### src/rtl/pwm4_pkg.sv
package pwm4_pkg;
  localparam int ADDR_W = 4;
  localparam int DATA_W = 32;

  localparam logic [ADDR_W-1:0] ADR_CTRL   = 4'h0;
  localparam logic [ADDR_W-1:0] ADR_EVENT  = 4'h1;
  localparam logic [ADDR_W-1:0] ADR_IEN    = 4'h2;
  localparam logic [ADDR_W-1:0] ADR_STAT   = 4'h3;
  localparam logic [ADDR_W-1:0] ADR_PSC    = 4'h4;
  localparam logic [ADDR_W-1:0] ADR_RELOAD = 4'h5;
  localparam logic [ADDR_W-1:0] ADR_COUNT  = 4'h6;
  localparam logic [ADDR_W-1:0] ADR_OUTCFG = 4'h7;
  localparam logic [ADDR_W-1:0] ADR_CMP0   = 4'h8;

  // per-channel output configuration nibble (bit 0 = en)
  typedef struct packed {
    logic cinv;
    logic cena;
    logic inv;
    logic ena;
  } chcfg_t;

  // gated, optionally inverted output level
  function automatic logic drive_level(logic act, logic ena, logic inv, logic gate);
    return gate & ena & (act ^ inv);
  endfunction

  // counter successor: forced restart, wrap at reload, or step
  function automatic logic [31:0] next_count(logic [31:0] cur, logic [31:0] lim,
                                             logic force0, logic step);
    if (force0) return '0;
    if (!step) return cur;
    if (cur == lim) return '0;
    return cur + 32'd1;
  endfunction
endpackage

### src/rtl/pwm4_counter.sv
module pwm4_counter #(
  parameter int CNT_W = 16,
  parameter int PSC_W = 16
) (
  input  logic             clk,
  input  logic             rst_n,
  input  logic             run,
  input  logic             force_upd,
  input  logic [PSC_W-1:0] psc,
  input  logic [CNT_W-1:0] reload_sh,
  output logic [CNT_W-1:0] cnt,
  output logic [CNT_W-1:0] cnt_nxt,
  output logic             step,
  output logic             wrap,
  output logic             upd
);
  import pwm4_pkg::*;

  logic [PSC_W-1:0] psc_q;
  logic [CNT_W-1:0] reload_act;
  logic             tick;
  logic [31:0]      nxt32;

  assign tick = run & (psc_q >= psc);
  assign wrap = tick & ~force_upd & (cnt == reload_act);
  assign upd  = force_upd | wrap;
  assign step = tick & ~force_upd;
  assign nxt32   = next_count(32'(cnt), 32'(reload_act), force_upd, tick);
  assign cnt_nxt = nxt32[CNT_W-1:0];

  always_ff @(posedge clk) begin
    if (!rst_n) begin
      psc_q      <= '0;
      cnt        <= '0;
      reload_act <= '0;
    end else begin
      if (force_upd)  psc_q <= '0;
      else if (run)   psc_q <= tick ? '0 : psc_q + 1'b1;
      cnt <= cnt_nxt;
      if (upd) reload_act <= reload_sh;
    end
  end

  AST_CNT_RANGE: assert property (@(posedge clk) disable iff (!rst_n)
    cnt <= reload_act);
  AST_HOLD_IDLE: assert property (@(posedge clk) disable iff (!rst_n)
    (!run && !force_upd) |=> $stable(cnt));
  AST_FORCE_ZERO: assert property (@(posedge clk) disable iff (!rst_n)
    force_upd |=> (cnt == '0));
endmodule

### src/rtl/pwm4_channel.sv
module pwm4_channel #(
  parameter int CNT_W = 16
) (
  input  logic             clk,
  input  logic             rst_n,
  input  logic [CNT_W-1:0] cnt,
  input  logic [CNT_W-1:0] cnt_nxt,
  input  logic             step,
  input  logic             upd,
  input  logic [CNT_W-1:0] cmp_sh,
  input  pwm4_pkg::chcfg_t cfg,
  input  logic             gate,
  output logic             out_p,
  output logic             out_n,
  output logic             match
);
  import pwm4_pkg::*;

  logic [CNT_W-1:0] cmp_act;
  logic [CNT_W-1:0] cmp_eff;
  logic             ref_on;

  assign cmp_eff = upd ? cmp_sh : cmp_act;
  assign match   = step & (cnt_nxt == cmp_eff);
  assign ref_on  = (cnt < cmp_act);
  assign out_p   = drive_level(ref_on, cfg.ena, cfg.inv, gate);
  assign out_n   = drive_level(~ref_on, cfg.cena, cfg.cinv, gate);

  always_ff @(posedge clk) begin
    if (!rst_n)   cmp_act <= '0;
    else if (upd) cmp_act <= cmp_sh;
  end

  AST_CMP_AT_START: assert property (@(posedge clk) disable iff (!rst_n)
    !$stable(cmp_act) |-> (cnt == '0));
endmodule

### src/rtl/pwm4_regs.sv
module pwm4_regs #(
  parameter int NCH   = 4,
  parameter int CNT_W = 16,
  parameter int PSC_W = 16,
  localparam int SW   = NCH + 1
) (
  input  logic                           clk,
  input  logic                           rst_n,
  input  logic                           wr,
  input  logic [pwm4_pkg::ADDR_W-1:0]    addr,
  input  logic [pwm4_pkg::DATA_W-1:0]    wdata,
  output logic [pwm4_pkg::DATA_W-1:0]    rdata,
  input  logic                           wrap,
  input  logic [NCH-1:0]                 match,
  input  logic [CNT_W-1:0]               cnt,
  output logic                           run,
  output logic                           urs,
  output logic                           gate,
  output logic                           force_upd,
  output logic [PSC_W-1:0]               psc,
  output logic [CNT_W-1:0]               reload_sh,
  output logic [NCH-1:0][CNT_W-1:0]      cmp_sh,
  output pwm4_pkg::chcfg_t [NCH-1:0]     cfg,
  output logic                           irq
);
  import pwm4_pkg::*;

  logic [SW-1:0] ien;
  logic [SW-1:0] stat;
  logic [SW-1:0] stat_nxt;
  logic [SW-1:0] events;
  logic          stat_wr;
  logic          unused_wbits;

  assign unused_wbits = ^wdata;
  assign force_upd = wr && (addr == ADR_EVENT) && wdata[0];
  assign stat_wr   = wr && (addr == ADR_STAT);
  assign events    = {match, wrap | (force_upd & ~urs)};

  always_comb begin
    stat_nxt = stat;
    if (stat_wr) stat_nxt = stat_nxt & wdata[SW-1:0];
    stat_nxt = stat_nxt | events;
  end

  assign irq = |(stat & ien);

  always_ff @(posedge clk) begin
    if (!rst_n) begin
      run <= 1'b0; urs <= 1'b0; gate <= 1'b0;
      ien <= '0; stat <= '0; psc <= '0; reload_sh <= '0;
      cmp_sh <= '0; cfg <= '0;
    end else begin
      stat <= stat_nxt;
      if (wr) begin
        case (addr)
          ADR_CTRL:   {gate, urs, run} <= wdata[2:0];
          ADR_IEN:    ien <= wdata[SW-1:0];
          ADR_PSC:    psc <= wdata[PSC_W-1:0];
          ADR_RELOAD: reload_sh <= wdata[CNT_W-1:0];
          ADR_OUTCFG: cfg <= wdata[4*NCH-1:0];
          default: ;
        endcase
        for (int i = 0; i < NCH; i++)
          if (addr == ADR_CMP0 + ADDR_W'(i)) cmp_sh[i] <= wdata[CNT_W-1:0];
      end
    end
  end

  always_comb begin
    rdata = '0;
    case (addr)
      ADR_CTRL:   rdata = DATA_W'({gate, urs, run});
      ADR_IEN:    rdata = DATA_W'(ien);
      ADR_STAT:   rdata = DATA_W'(stat);
      ADR_PSC:    rdata = DATA_W'(psc);
      ADR_RELOAD: rdata = DATA_W'(reload_sh);
      ADR_COUNT:  rdata = DATA_W'(cnt);
      ADR_OUTCFG: rdata = DATA_W'(cfg);
      default: ;
    endcase
    for (int i = 0; i < NCH; i++)
      if (addr == ADR_CMP0 + ADDR_W'(i)) rdata = DATA_W'(cmp_sh[i]);
  end

  AST_URS_BLOCK: assert property (@(posedge clk) disable iff (!rst_n)
    (urs && force_upd && !wrap && !stat[0]) |=> !stat[0]);
  AST_W0C: assert property (@(posedge clk) disable iff (!rst_n)
    (stat_wr && wdata[0] == 1'b0 && !wrap && !(force_upd && !urs)) |=> !stat[0]);
  AST_IRQ_MASK: assert property (@(posedge clk) disable iff (!rst_n)
    (ien == '0) |-> !irq);
  AST_MATCH_FLAG: assert property (@(posedge clk) disable iff (!rst_n)
    (match[0]) |=> stat[1]);
endmodule

### src/rtl/pwm4_timer.sv
module pwm4_timer #(
  parameter int NCH   = 4,
  parameter int CNT_W = 16,
  parameter int PSC_W = 16
) (
  input  logic                         clk,
  input  logic                         rst_n,
  input  logic                         bus_wr,
  input  logic [pwm4_pkg::ADDR_W-1:0]  bus_addr,
  input  logic [pwm4_pkg::DATA_W-1:0]  bus_wdata,
  output logic [pwm4_pkg::DATA_W-1:0]  bus_rdata,
  output logic                         irq,
  output logic [NCH-1:0]               pwm_out,
  output logic [NCH-1:0]               pwm_out_n
);
  import pwm4_pkg::*;

  logic                     run, urs, gate, force_upd;
  logic [PSC_W-1:0]         psc;
  logic [CNT_W-1:0]         reload_sh, cnt, cnt_nxt;
  logic [NCH-1:0][CNT_W-1:0] cmp_sh;
  chcfg_t [NCH-1:0]         cfg;
  logic                     step, wrap, upd;
  logic [NCH-1:0]           match;

  pwm4_regs #(.NCH(NCH), .CNT_W(CNT_W), .PSC_W(PSC_W)) u_regs (
    .clk(clk), .rst_n(rst_n), .wr(bus_wr), .addr(bus_addr), .wdata(bus_wdata),
    .rdata(bus_rdata), .wrap(wrap), .match(match), .cnt(cnt), .run(run),
    .urs(urs), .gate(gate), .force_upd(force_upd), .psc(psc),
    .reload_sh(reload_sh), .cmp_sh(cmp_sh), .cfg(cfg), .irq(irq)
  );

  pwm4_counter #(.CNT_W(CNT_W), .PSC_W(PSC_W)) u_cnt (
    .clk(clk), .rst_n(rst_n), .run(run), .force_upd(force_upd), .psc(psc),
    .reload_sh(reload_sh), .cnt(cnt), .cnt_nxt(cnt_nxt), .step(step),
    .wrap(wrap), .upd(upd)
  );

  for (genvar g = 0; g < NCH; g++) begin : g_ch
    pwm4_channel #(.CNT_W(CNT_W)) u_ch (
      .clk(clk), .rst_n(rst_n), .cnt(cnt), .cnt_nxt(cnt_nxt), .step(step),
      .upd(upd), .cmp_sh(cmp_sh[g]), .cfg(cfg[g]), .gate(gate),
      .out_p(pwm_out[g]), .out_n(pwm_out_n[g]), .match(match[g])
    );
  end

  AST_GATE_OFF: assert property (@(posedge clk) disable iff (!rst_n)
    !gate |-> (pwm_out == '0 && pwm_out_n == '0));
endmodule

### config.mk
export PLATFORM = sky130hd
export DESIGN_NAME = pwm4_timer
export DESIGN_NICKNAME = d
export VERILOG_FILES = /design/src/rtl/pwm4_pkg.sv /design/src/rtl/pwm4_counter.sv /design/src/rtl/pwm4_channel.sv /design/src/rtl/pwm4_regs.sv /design/src/rtl/pwm4_timer.sv
export SDC_FILE = /design/constraint.sdc
export NUM_CORES = 1
export LEC_CHECK = 0
export BUFFER_PORTS_ARGS = -buffer_cell sky130_fd_sc_hd__buf_2
export CORE_MARGIN = 4
export CORE_UTILIZATION = 46
export CTS_CLUSTER_SIZE = 16
export DETAILED_ROUTE_END_ITERATION = 8
export PLACE_DENSITY = 0.74
export SLEW_MARGIN = 5
export SYNTH_ARGS = -nofsm -noshare
export SYNTH_HDL_FRONTEND = slang
export SYNTH_SLANG_ARGS = --single-unit
### constraint.sdc
create_clock -name clk -period 3.7 [get_ports clk]
set_clock_uncertainty 0.05 [all_clocks]
set_input_delay 0.74 -clock clk [delete_from_list [all_inputs] [get_ports clk]]
set_output_delay 0.74 -clock clk [all_outputs]
set_load 0.02 [all_outputs]
==> metrics.md, run 1 <==
| Metric | Value |
|---|---|
| Global-route usage over all layers | `0.3254` |
| CTS sink cnt | `237` |
| Pint | `4.420 mW` |
| H-tree depth | `1` |
| DIE AREA | `31830 um^2` |
| Cell area after synthesis | `13360 um^2` |
| Seq. cell area | `4757 um^2` |
| Fin. Hold Viols | `0` |
| Static leakage power | `6.088 nW` |
| Ports | `80` |
| Max Cap Viol | `0` |
| Placed cells | `2192` |
| Largest net degree at the start of global routing | `74` |
| Net Sw Frac | `0.2441` |
| Failing checks | `negative setup slack` |
| Standard-cell rows | `62` |
| Avg Cell Area, Syn | `7.663 um^2` |
| CP startpoint kind | `register` |
| DR top layer | `met4` |
| Chip width | `178.4 um` |
| IO Port Bufs | `47` |
| Core Area | `28700 um^2` |
| FFs w/ async S/R, synth | `0` |
| Max-slew headroom at the worst pin | `0.3726` |
| Period utilisation layout | `1.043` |
| Filler-free cell count of the finished design | `2248` |
| Min-delay worst type | `reg -> reg` |
| Met2 wire length | `23.84 mm` |
| Vert. Die Dim | `178.4 um` |
| First-pass GRT wire length | `78.63 mm` |
| CTS tree | `done` |
| Worst setup EP type | `output port` |
| Drt total wl | `53.28 mm` |
| WS Path Type | `reg -> out` |
| Initial DRC Count | `1915` |
| Clock buffer depth | `3` |
| HPWL after DPL | `39.11 mm` |
| CTS clk-pin slew, worst paths | `0.06 ns` |
| DRC | `0` |
| Share of post-route cells with drive strength above 1 | `0.1711` |
| Pwr Density | `362.1 nW/um^2` |
| Ys Warns | `0` |
| Synth unique cells | `72` |
| Psw | `1.427 mW` |
| Gr ovfl total | `0` |
| Ys flop type | `dfxtp_1` |
| PnR worst setup slack | `-0.1608 ns` |
| Fillers | `2638` |
| Clk pwr share | `0.494` |
| #FFs+latches synth | `237` |
| Vias in the first global route | `13020` |
| Pre-Repair DR Iteration Count | `6` |
| Combinational power share | `0.061` |
| Multi-input gate area | `8183 um^2` |
| Worst-Margin Slew | `0.9411 ns` |
| Clock root buffer | `clkbuf_16` |
| Met3 WL post-DR | `5.957 mm` |
| Worst-path fanout max | `5` |
| Setup slack at placement | `-0.05551 ns` |
| CP Data Required Time | `2.91 ns` |
| RSZ-0062 raised after global routing | `yes` |
| Vias per inst | `6.065` |
| Max VDD drop | `0.3334 mV` |
| Max-slew violation count | `0` |
| EDFF count, synth | `0` |
| WL/cell | `23.70 um` |
| Cts hold-fix bufs | `0` |
| # nets final | `1962` |
| Status | `finished with violations` |
| Routability cong. | `1.000` |
| Initial antenna violation count | `0` |
| Worst skew pair latency | `0.55 ns` |
| Initial core utilization | `0.4653` |
| Design area | `16150 um^2` |
| Sequential-to-total area share from yosys stat | `0.3552` |
| Ant diodes | `0` |
| Arr. time, crit path | `3.07 ns` |
| TritonCTS Buffers | `27` |
| Fmax | `0.2590 GHz` |
| Synthesis-to-layout area growth | `20.91%` |
| Core Util, Final | `0.5626` |
| Total power | `5.847 mW` |
| Final min period | `3.861 ns` |
| ANT nets after route | `0` |
| Setup TNS | `-0.6497 ns` |
| Hold WS | `0.4085 ns` |
| Worst hold path cell count | `2` |
| Cells after synthesis | `1743` |
| Final setup viols | `7` |
| Area post-placement | `14650 um^2` |
| FF-to-FF path depth | `14` |
| M1 wire length | `20.48 mm` |
| Via count | `13640` |
| Sequential share of power | `0.444` |
sequential cells by signal, summed over array words and instances, names as in the netlist:
name / count
u_regs.cfg: 16
u_regs.gate: 1
u_regs.stat: 5
u_regs.ien: 5
u_regs.psc: 16
u_regs.reload_sh: 16
u_cnt.psc_q: 16
u_regs.run: 1
u_cnt.cnt: 16
u_regs.cmp_sh: 64
g_ch.u_ch.cmp_act: 64
u_regs.urs: 1
u_cnt.reload_act: 16
critical path: stages, from the launching register on:
cell       delay, ns
dfxtp_4         0.41
ha_4            0.21
a21o_1          0.20
a21o_1          0.15
a21o_1          0.16
a21o_1          0.22
a2111oi_4       0.37
nor3_4          0.11
or3_1           0.40
a21oi_2         0.15
buf_6           0.13
timing repair:
action	in CTS	in global routing
pin swaps	43	17
resized for setup	68	39
setup endpoints to repair	12	13
buffers inserted	6	6
gates cloned	0	0
synthesized netlist by cell type, drive strengths merged (23+ instances only):
cell	number	share of area
a21o	30	0.017
a21oi	227	0.085
a22oi	30	0.017
buf	32	0.017
clkbuf	101	0.028
dfxtp	237	0.36
ha	78	0.073
inv	79	0.022
nand2	445	0.13
nand4	23	0.011
nor2	66	0.019
nor3	26	0.0097
o21ai	43	0.016
xnor2	68	0.045
xor2	40	0.027
cell type report:
class	count	share of cell area
clock buffer	35	0.04804
multi-input combinational	1309	0.5067
sequential	237	0.2946
clock inverter	13	0.01100
tap	384	0.02975
inverter	79	0.01867
timing repair buffer	191	0.09127
power by group through the flow:
stage	logic (mW)	clock network (mW)	registers, mW
after global placement	0.331	0	2.65
after detailed placement	0.334	0	2.65
after global routing	0.375	3.02	2.60
after CTS	0.341	2.89	2.60
final	0.359	2.89	2.60
after floorplan	0.205	0	2.64
routing by layer:
metal / vias to the layer above / global-route usage
met1: 6428 / 0.4373
met5: - / 0
met2: 884 / 0.5137
li1: 6149 / -
met4: 0 / 0.1433
met3: 174 / 0.05638
final timing paths:
check                          start                      end  slack, ns
max                     u_cnt.cnt[1]               pwm_out[2]      -0.16
min          g_ch[3].u_ch.cmp_act[3]  g_ch[3].u_ch.cmp_act[3]       0.41
max reg2reg            u_regs.psc[7]           u_regs.stat[4]       0.01
min reg2reg  g_ch[3].u_ch.cmp_act[3]  g_ch[3].u_ch.cmp_act[3]       0.41
cell families (layout without fill, tap and decap cells):
kind of cell    Yosys count  count (layout)  synth area share
other cells               1              16         0.0002808
compound gates          419             419            0.1934
mux                      23              23           0.01855
buf+inv                 212             318           0.06782
flops                   237             237            0.3552
simple gates            661             661            0.2134
xor+xnor                112             112           0.07822
fa+ha+maj                78              78           0.07307
cell usage in the layout (no fill, tap or decap), drive strengths merged, types with 7 or more instances in the layout:
master	synthesis	final
a21o	30	30
a311oi	9	9
a22oi	30	30
inv	79	80
mux2i	18	18
nor3	26	26
conb	1	16
a31oi	11	11
xor2	40	40
nand2	445	445
a21oi	227	227
nand2b	7	7
nand4	23	23
and3	13	13
nor4	19	19
o21ai	43	43
buf	32	190
xnor2	68	68
nand3	18	18
and2	7	7
o211ai	10	10
or3	10	10
dfxtp	237	237
ha	78	78
clkbuf	101	36
nor2	66	66
(Power assumes the default switching activity.)
==> run 2: changes to the inputs <==
--- a/config.mk
+++ b/config.mk
@@ -6,7 +6,6 @@
 export NUM_CORES = 1
 export LEC_CHECK = 0
 export BUFFER_PORTS_ARGS = -buffer_cell sky130_fd_sc_hd__buf_2
-export CORE_MARGIN = 4
 export CORE_UTILIZATION = 46
 export CTS_CLUSTER_SIZE = 16
 export DETAILED_ROUTE_END_ITERATION = 8
==> run 2 against run 1 <==
Net effect: the run ends with design-rule violations, negative setup slack left; setup slack better by 0.035 ns; first-iteration DRC count down 10%; via count increased by 0.35%.
==> metrics.md, run 2 (synthesized netlist as in run 1, its figures left out) <==
| Metric | Value |
|---|---|
| Clock buffer depth | `3 (unchanged)` |
| DIE AREA | `29720 um^2 (-6.6%)` |
| Worst-Margin Slew | `0.9823 ns (+0.04113 ns)` |
| HPWL after DPL | `37.86 mm (-3.2%)` |
| Routability cong. | `1.012 (+1.1%)` |
| Setup slack at placement | `-0.5532 ns (-0.4977 ns)` |
| IO Port Bufs | `47 (unchanged)` |
| Max Cap Viol | `0 (unchanged)` |
| Max VDD drop | `0.3421 mV (+2.6%)` |
| Total power | `5.982 mW (+2.3%)` |
| Reg2reg setup slack | `0.04 ns (+0.03 ns)` |
| Arr. time, crit path | `3.04 ns (-0.03 ns)` |
| CTS tree | `done` |
| Via count | `13680 (+0.35%)` |
| Setup TNS | `-0.5837 ns (+0.06608 ns)` |
| Vias in the first global route | `12410 (-4.7%)` |
| ANT nets after route | `0 (unchanged)` |
| H-tree depth | `1 (unchanged)` |
| Clock root buffer | `clkbuf_16` |
| Core Area | `28630 um^2 (-0.27%)` |
| Standard-cell rows | `62 (unchanged)` |
| Pwr Density | `371.1 nW/um^2 (+2.5%)` |
| Max-slew violation count | `0 (unchanged)` |
| Ports | `80 (unchanged)` |
| Min-delay worst type | `reg -> reg` |
| Drt total wl | `52.22 mm (-2.0%)` |
| Worst-path fanout max | `4 (-1)` |
| Worst Hold End | `g_ch[3].u_ch.cmp_act[3]` |
| Worst setup EP type | `output port` |
| Initial core utilization | `0.4666 (+0.001261)` |
| Pre-Repair DR Iteration Count | `9 (+3)` |
| Status | `finished with violations` |
| RR Startpoint | `u_regs.psc[5]` |
| Worst skew pair latency | `0.55 ns (about the same)` |
| CTS clk-pin slew, worst paths | `0.06 ns (about the same)` |
| PnR worst setup slack | `-0.1259 ns (+0.03488 ns)` |
| CTS sink cnt | `237 (unchanged)` |
| Fin. Hold Viols | `0 (unchanged)` |
| Final min period | `3.826 ns (-0.03488 ns)` |
| Initial DRC Count | `1723 (-10%)` |
| Period utilisation layout | `1.034 (-0.009427)` |
| Global-route usage over all layers | `0.3471 (+0.02175)` |
| Synthesis-to-layout area growth | `20.67%` |
| Commonest non-fill, non-tap cell in the layout | `nand2_1` |
| HP Start | `g_ch[3].u_ch.cmp_act[3]` |
| Share of post-route cells with drive strength above 1 | `0.1700 (-0.001132)` |
| Most frequent cells in the layout | `nand2_1, dfxtp_1, a21oi_1` |
| Failing checks | `design-rule violations, negative setup slack` |
| CP startpoint kind | `register` |
| Vias per inst | `6.133 (+1.1%)` |
| Final setup viols | `7 (unchanged)` |
| Initial antenna violation count | `0 (unchanged)` |
| DRC | `1 (+1)` |
| Worst R2R End | `u_regs.stat[4]` |
| Max-slew headroom at the worst pin | `0.3433 (-0.02925)` |
| Design area | `16120 um^2 (-0.19%)` |
| Chip width | `172.4 um (-3.4%)` |
| TritonCTS Buffers | `27 (unchanged)` |
| Fmax | `0.2614 GHz (+0.91%)` |
| Static leakage power | `6.040 nW (-0.78%)` |
| WL/cell | `23.41 um (-1.2%)` |
| Gr ovfl total | `0 (unchanged)` |
| RSZ-0062 raised after global routing | `yes` |
| CP Data Required Time | `2.91 ns (about the same)` |
| Ant diodes | `0 (unchanged)` |
| Largest regs | `g_ch.u_ch.cmp_act x64, u_regs.cmp_sh x64` |
| Area post-placement | `14450 um^2 (-1.4%)` |
| Vert. Die Dim | `172.4 um (-3.4%)` |
| Largest net degree at the start of global routing | `97 (+31%)` |
| Worst hold path cell count | `2 (unchanged)` |
| # nets final | `1944 (-0.92%)` |
| WS Path Type | `reg -> out` |
| First-pass GRT wire length | `75.83 mm (-3.6%)` |
| FF-to-FF path depth | `13 (-1)` |
-- run 2: cell count changes in the layout (fill, tap and decap cells not counted), sizes merged --
cell    before  now
bufinv       4    7
clkbuf      36   29
clkinv       6   11
buf        190  173
inv         80   79
-- run 2: critical path, stage by stage (launching register included) --
cell       delay (ns)
dfxtp_4          0.38
ha_4             0.23
a21o_1           0.18
a21o_1           0.16
a21o_1           0.17
a21o_1           0.19
a2111oi_4        0.35
nor3_4           0.12
or3_1            0.40
a21oi_2          0.16
buf_4            0.16
-- run 2: what timing repair did --
action                                  CTS  global route
gates resized for setup                  57            59
buffers inserted                          1            15
pin swaps                                29            28
hold buffers                              0             0
endpoints found under the setup margin   12            18
-- run 2: worst max-delay path by stage --
stage | slack [ns] | end | startpoint
detailed placement | -0.55 | u_regs.stat[4] | u_regs.psc[15]
global route | -0.19 | pwm_out[0] | g_ch[0].u_ch.cmp_act[1]
floorplan | 0.28 | u_regs.stat[4] | u_regs.psc[14]
CTS | -0.13 | pwm_out[2] | u_cnt.cnt[1]
global placement | -0.52 | u_regs.stat[4] | u_regs.psc[15]
finish | -0.13 | pwm_out[0] | u_cnt.cnt[1]
-- run 2: metal layers --
layer,track usage,vias to the layer above,share of wire
li1,-,6105,-
met1,0.4423,6437,0.38
met2,0.5430,932,0.44
met3,0.07942,209,0.12
met4,0.1874,0,0.063
met5,0,-,0
-- run 2: per-stage QoR --
| stage | hold slack [ns] | util | std cells |
|---|---|---|---|
| after floorplan | 0.3819 | - | 1758 |
| after global placement | 0.3883 | 0.5048 | 2167 |
| after detailed placement | 0.3944 | 0.5048 | 2167 |
| after CTS | 0.4026 | 0.5486 | 2216 |
| after global routing | 0.4208 | 0.5631 | 2231 |
| final | 0.4012 | 0.5631 | 2231 |
-- run 2: where the power goes --
part           total [mW]  internal, mW  switching (mW)
combinational       0.389         0.119           0.270
sequential           2.60          2.57          0.0280
clock                3.00          1.86            1.14
-- run 2: layout make-up --
type	count	area [um^2]
Fill cell	2566	12510
Multi-Input combinational cell	1309	8278
Sequential cell	237	4761
Timing Repair Buffer	173	1311
Clock buffer	29	703.2
Tap cell	384	480.5
Inverter	79	304.0
Clock inverter	20	280.3
